==> src/rtl/inbuf_parity_pkg.sv <==
package inbuf_parity_pkg;
  // Default geometry of the buffer.
  localparam int unsigned IBP_BYTE_W    = 8;
  localparam int unsigned IBP_NUM_BYTES = 2;
  localparam int unsigned IBP_ZERO_LSB  = 0;
  localparam int unsigned IBP_ZERO_W    = 5;
  localparam int unsigned IBP_BUS_LSB   = 0;
  localparam int unsigned IBP_BUS_W     = 6;
  localparam int unsigned IBP_SYNC      = 2;

  // Node count of a balanced binary tree with n leaves.
  function automatic int unsigned tree_nodes(input int unsigned n);
    return 2 * n - 1;
  endfunction
endpackage

==> src/rtl/inbuf_rst_sync.sv <==
module inbuf_rst_sync #(
  parameter int unsigned STAGES = 2
) (
  input  logic clk,
  input  logic rst_ni,
  output logic rst_sync_no
);
  logic [STAGES-1:0] sh_q;
  logic [STAGES-1:0] sh_d;

  // Shift ones in once the external reset is gone.
  always_comb begin
    sh_d = {sh_q[STAGES-2:0], 1'b1};
  end

  always_ff @(posedge clk or negedge rst_ni) begin
    if (!rst_ni) sh_q <= '0;
    else         sh_q <= sh_d;
  end

  assign rst_sync_no = sh_q[STAGES-1];
endmodule

==> src/rtl/inbuf_capture.sv <==
module inbuf_capture #(
  parameter int unsigned W = 16
) (
  input  logic         clk,
  input  logic         rst_ni,
  input  logic         en_i,
  input  logic [W-1:0] d_i,
  output logic [W-1:0] q_o
);
  logic [W-1:0] q_q;
  logic [W-1:0] q_d;

  always_comb begin
    q_d = q_q;
    if (en_i) q_d = d_i;
  end

  always_ff @(posedge clk or negedge rst_ni) begin
    if (!rst_ni) q_q <= '0;
    else         q_q <= q_d;
  end

  assign q_o = q_q;
endmodule

==> src/rtl/inbuf_xor_tree.sv <==
module inbuf_xor_tree
  import inbuf_parity_pkg::*;
#(
  parameter int unsigned LEAVES = 8,  // must be a power of two
  parameter bit          INVERT = 1'b0
) (
  input  logic [LEAVES-1:0] bits_i,
  output logic              par_o
);
  localparam int unsigned NODES = tree_nodes(LEAVES);

  // Leaves occupy nodes [LEAVES-1:0]. Inner node LEAVES+j combines nodes 2j and 2j+1.
  logic [NODES-1:0] node;

  genvar g;
  generate
    for (g = 0; g < LEAVES; g++) begin : g_leaf
      assign node[g] = bits_i[g];
    end
    for (g = LEAVES; g < NODES; g++) begin : g_gate
      assign node[g] = node[2*(g-LEAVES)] ^ node[2*(g-LEAVES)+1];
    end
  endgenerate

  assign par_o = node[NODES-1] ^ INVERT;
endmodule

==> src/rtl/inbuf_parity.sv <==
module inbuf_parity
  import inbuf_parity_pkg::*;
#(
  parameter int unsigned BYTE_W      = IBP_BYTE_W,
  parameter int unsigned NUM_BYTES   = IBP_NUM_BYTES,
  parameter bit          ODD_PARITY  = 1'b0,
  parameter int unsigned ZERO_LSB    = IBP_ZERO_LSB,
  parameter int unsigned ZERO_W      = IBP_ZERO_W,
  parameter int unsigned BUS_LSB     = IBP_BUS_LSB,
  parameter int unsigned BUS_W       = IBP_BUS_W,
  parameter int unsigned SYNC_STAGES = IBP_SYNC,
  localparam int unsigned WORD_W     = BYTE_W * NUM_BYTES
) (
  input  logic                 clk,
  input  logic                 rst_n,
  input  logic                 load_i,
  input  logic [WORD_W-1:0]    data_i,
  output logic [WORD_W-1:0]    data_o,
  output logic [NUM_BYTES-1:0] par_o,
  output logic                 zero_o,
  output logic [BUS_W-1:0]     bus_o
);
  logic              rst_sync_n;
  logic [WORD_W-1:0] held;

  inbuf_rst_sync #(.STAGES(SYNC_STAGES)) u_rst_sync (
    .clk         (clk),
    .rst_ni      (rst_n),
    .rst_sync_no (rst_sync_n)
  );

  inbuf_capture #(.W(WORD_W)) u_capture (
    .clk    (clk),
    .rst_ni (rst_sync_n),
    .en_i   (load_i),
    .d_i    (data_i),
    .q_o    (held)
  );

  genvar b;
  generate
    for (b = 0; b < NUM_BYTES; b++) begin : g_byte
      inbuf_xor_tree #(.LEAVES(BYTE_W), .INVERT(ODD_PARITY)) u_tree (
        .bits_i (held[b*BYTE_W +: BYTE_W]),
        .par_o  (par_o[b])
      );
    end
  endgenerate

  // Both windows lie inside the low byte.
  assign zero_o = ~|held[ZERO_LSB +: ZERO_W];
  assign bus_o  = held[BUS_LSB +: BUS_W];
  assign data_o = held;
endmodule

==> config.mk <==
export PLATFORM = sky130hd
export DESIGN_NAME = inbuf_parity
export DESIGN_NICKNAME = d
export VERILOG_FILES = /design/src/rtl/inbuf_parity_pkg.sv /design/src/rtl/inbuf_rst_sync.sv /design/src/rtl/inbuf_capture.sv /design/src/rtl/inbuf_xor_tree.sv /design/src/rtl/inbuf_parity.sv
export SDC_FILE = /design/constraint.sdc
export NUM_CORES = 1
export LEC_CHECK = 0
export BUFFER_PORTS_ARGS = -buffer_cell sky130_fd_sc_hd__buf_2
export CORE_UTILIZATION = 47
export CTS_CLUSTER_SIZE = 40
export DETAILED_ROUTE_END_ITERATION = 10
export GPL_TIMING_DRIVEN = 0
export MAX_ROUTING_LAYER = met4
export PLACE_DENSITY = 0.83
export SLEW_MARGIN = 10
export SYNTH_ARGS = -nofsm -noshare
export SYNTH_HDL_FRONTEND = slang
export SYNTH_SLANG_ARGS = --single-unit
==> constraint.sdc <==
create_clock -name clk -period 4.3 [get_ports clk]
set_clock_uncertainty 0.15 [all_clocks]
set_input_delay 0.645 -clock clk [delete_from_list [all_inputs] [get_ports clk]]
set_output_delay 0.645 -clock clk [all_outputs]
set_load 0.1 [all_outputs]
==> impl_metrics.yaml <==
clocking:
  cts_sinks: 18
  clockBufferDepth: 2
  root_buffer: "clkbuf_4"
  cts_resized: 0
  cts_buffers: 3
  htreeDepth: 1
  clk_pin_slew_ns: 0.10
  cts_tree: "yes"
  clk_latency_ns: 0.28
worst_setup_path:
  crit_path_max_fanout: 3
  cp_num_buf_inv: 3
  required_ns: 3.50
  cp_slowest_cell: "buf_2"
  critPathTopFamily: "buffers and inverters"
  cp.arrival_ns: 1.85
  start_kind: "flop"
  cp_cell_sequence: "inv_1 -> ha_1 -> xor2_1 -> xnor2_1 -> buf_4 -> buf_2"
  slowest_delay_ns: 0.41
  path_class: "flop to primary output"
  end_kind: "primary output"
pwr:
  p_seq_share_pct: 28.7
  p_comb_share_pct: 56.9
  net-switching-power_uw: 375
  power_leakage_nw: 0.583
  ir_drop_uv: 442
  powerDensity_mw_per_mm2: 618
  clock_power_share_pct: 14.4
  p_int_uw: 326
  sw_frac_of_total_pct: 53.5
  power_uw: 701
placement:
  io_buffers: 42
  hpwlAfterDp_mm: 1.17
  gp_congestion: 0.707
synthesis:
  synth_top_area_share_pct: 53.2
  synth_top_cell_by_area: "dfrtp_1"
  synthArstFlopShare_pct: 100
  synth_fa_ha_area_share_pct: 2.95
  yosysMostFrequentCell: "dfrtp_1"
  synth_seq_area_share_pct: 53.2
  syn_area_sq_um: 847
  yosys.area_share.simple_pct: 2.66
  netlist_instances: 69
  ys_types: 12
  synth_area_leaders: "dfrtp_1 53%, mux2_2 16%, xnor2_1 10%"
  syn_nets: 90
  yosys-top-cells-count: "18 x dfrtp_1, 12 x mux2_2, 10 x xnor2_1"
  synth_xor_area_share_pct: 12.4
  synth_compound_area_share_pct: 2.36
  yosys_warnings: 0
  synth_top_family_by_area: "multiplexers"
  synth_edf_count: 0
  yosys_most_used_dff: "dfrtp_1"
  synth_mux_area_share_pct: 16.0
  ys_ff_latch: 18
  avgSynthCellArea_sq_um: 12.3
cells_and_area:
  area_growth_pct: 33.8
  num_antenna_cells: 0
  fin_util_pct: 71.1
  drive_gt1_share_pct: 58.6
  filler_cell_count: 134
  nNetsFinal: 138
floorplanning:
  dieHeight_um: 44.5
  coreArea_sq_mm: 0.00159
  placementRows: 14
  initial_core_util_pct: 53.1
  ios: 44
  dieArea_sq_mm: 0.00198
  die_w_um: 44.5
detailed_routing:
  wl_met1_um: 585
  first_pass_iters: 2
  drt_wl_total_mm: 1.43
  wl_met2_um: 739
  antenna_left: 0
  drtIter0Drc: 11
  vias: 620
  routed.top_layer: "met4"
  vias_per_cell: 4.43
  wl_met3_um: 92
  wire_per_inst_um: 10.2
  drc_errors: 0
sta:
  finalCriticalPeriod_ns: 2.65
  rsz0062_at_grt: "no"
  setup_viol: 0
  hold_violations: 0
  fmax_ghz: 0.378
  slew_headroom_pct: 56.9
  period_share_pct: 61.6
  worst_pin_slew_ns: 0.647
  drv_slew: 0
  finalSetupTns_ns: 0
global_route:
  grt_start_max_net_pins: 17
  antenna_found_initial: 0
  grt_pass1_wl_mm: 2.34
  grt_pass1_vias: 552
  track_usage_pct: 17.4
  overflow: 0
status:
  outcome: "finished clean"
run:
  drv_cap: 0
min_path:
  hp-class: "flop to async pin"
## layer usage
layer	GRT usage, %	vias to the layer above
li1	-	305
met1	19.5	287
met2	30.0	26
met3	3.67	2
met4	7.27	0
met5	-	-
## power by group through the flow
stage               Sequential [mW]  Combinational [mW]  Clock [mW]
floorplan                     0.311               0.243           0
global placement              0.203               0.398           0
detailed placement            0.205               0.400           0
CTS                           0.201               0.401       0.105
global route                  0.204               0.412       0.109
finish                        0.201               0.399       0.101
## cells in the final DEF, fill, tap and decap left out
| cell | instances |
|---|---|
| clkbuf_4 | 3 |
| mux2_2 | 12 |
| xnor2_1 | 10 |
| inv_1 | 4 |
| nand2_1 | 5 |
| nor2_1 | 1 |
| o21ai_0 | 4 |
| xor2_1 | 2 |
| buf_4 | 8 |
| dfrtp_1 | 18 |
| buf_2 | 44 |
| ha_1 | 2 |
| conb_1 | 1 |
| clkbuf_8 | 1 |
| dlygate4sd3_1 | 1 |
## through the flow
step	instance area, sq um	worst slack, ns	hold WS [ns]	instances
6_report	1130	1.65	0.123	140
5_1_grt	1130	1.56	0.176	140
4_1_cts	1130	1.63	0.141	140
3_5_place_dp	1090	1.96	0.131	135
3_3_place_gp	1090	1.96	0.128	135
2_1_floorplan	847	1.14	0.0498	69
## repair_timing
item / 4_1_cts / 5_1_grt
endpoints found under the hold margin: 2 / 0
buffers inserted: 0 / 0
hold buffers: 1 / 0
## layout make-up
| cell class | count | area (sq um) | share of cell area [%] |
|---|---|---|---|
| Buffer | 10 | 70.1 | 6.18 |
| Clock buffer | 4 | 36.3 | 3.20 |
| Inverter | 4 | 15.0 | 1.32 |
| Multi-Input combinational cell | 37 | 312 | 27.5 |
| Sequential cell | 18 | 450 | 39.7 |
| Tap cell | 24 | 30.0 | 2.65 |
| Timing Repair Buffer | 43 | 220 | 19.4 |
## cell families (layout without fill, tap and decap cells)
kind of cell | after synthesis | after routing
AO/OA/AOI/OAI | 4 | 4
XOR/XNOR | 12 | 12
adder cells (fa/ha/maj) | 2 | 2
buffers and inverters | 14 | 61
flip-flops | 18 | 18
multiplexers | 12 | 12
other | 1 | 1
AND/OR/NAND/NOR | 6 | 6
## flip-flops by register name (all words and copies together) (netlist names)
signal / flops
u_capture.q_o: 16
u_rst_sync.sh_q: 2
## worst paths after layout
kind	from	slack, ns	cells past startpoint	end
setup / recovery	u_capture.q_o[2]	1.65	6	par_o[0]
hold / removal	u_rst_sync.sh_q[1]	0.12	0	u_capture.q_o[8]
setup reg to reg	u_capture.q_o[4]	3.33	1	u_capture.q_o[4]
hold reg to reg	u_rst_sync.sh_q[1]	0.12	0	u_capture.q_o[8]
max in group asynchronous	rst_n	3.40	2	u_rst_sync.sh_q[0]
min in group clk	u_rst_sync.sh_q[0]	0.22	0	u_rst_sync.sh_q[1]
Power figures use the tool's default switching activity.
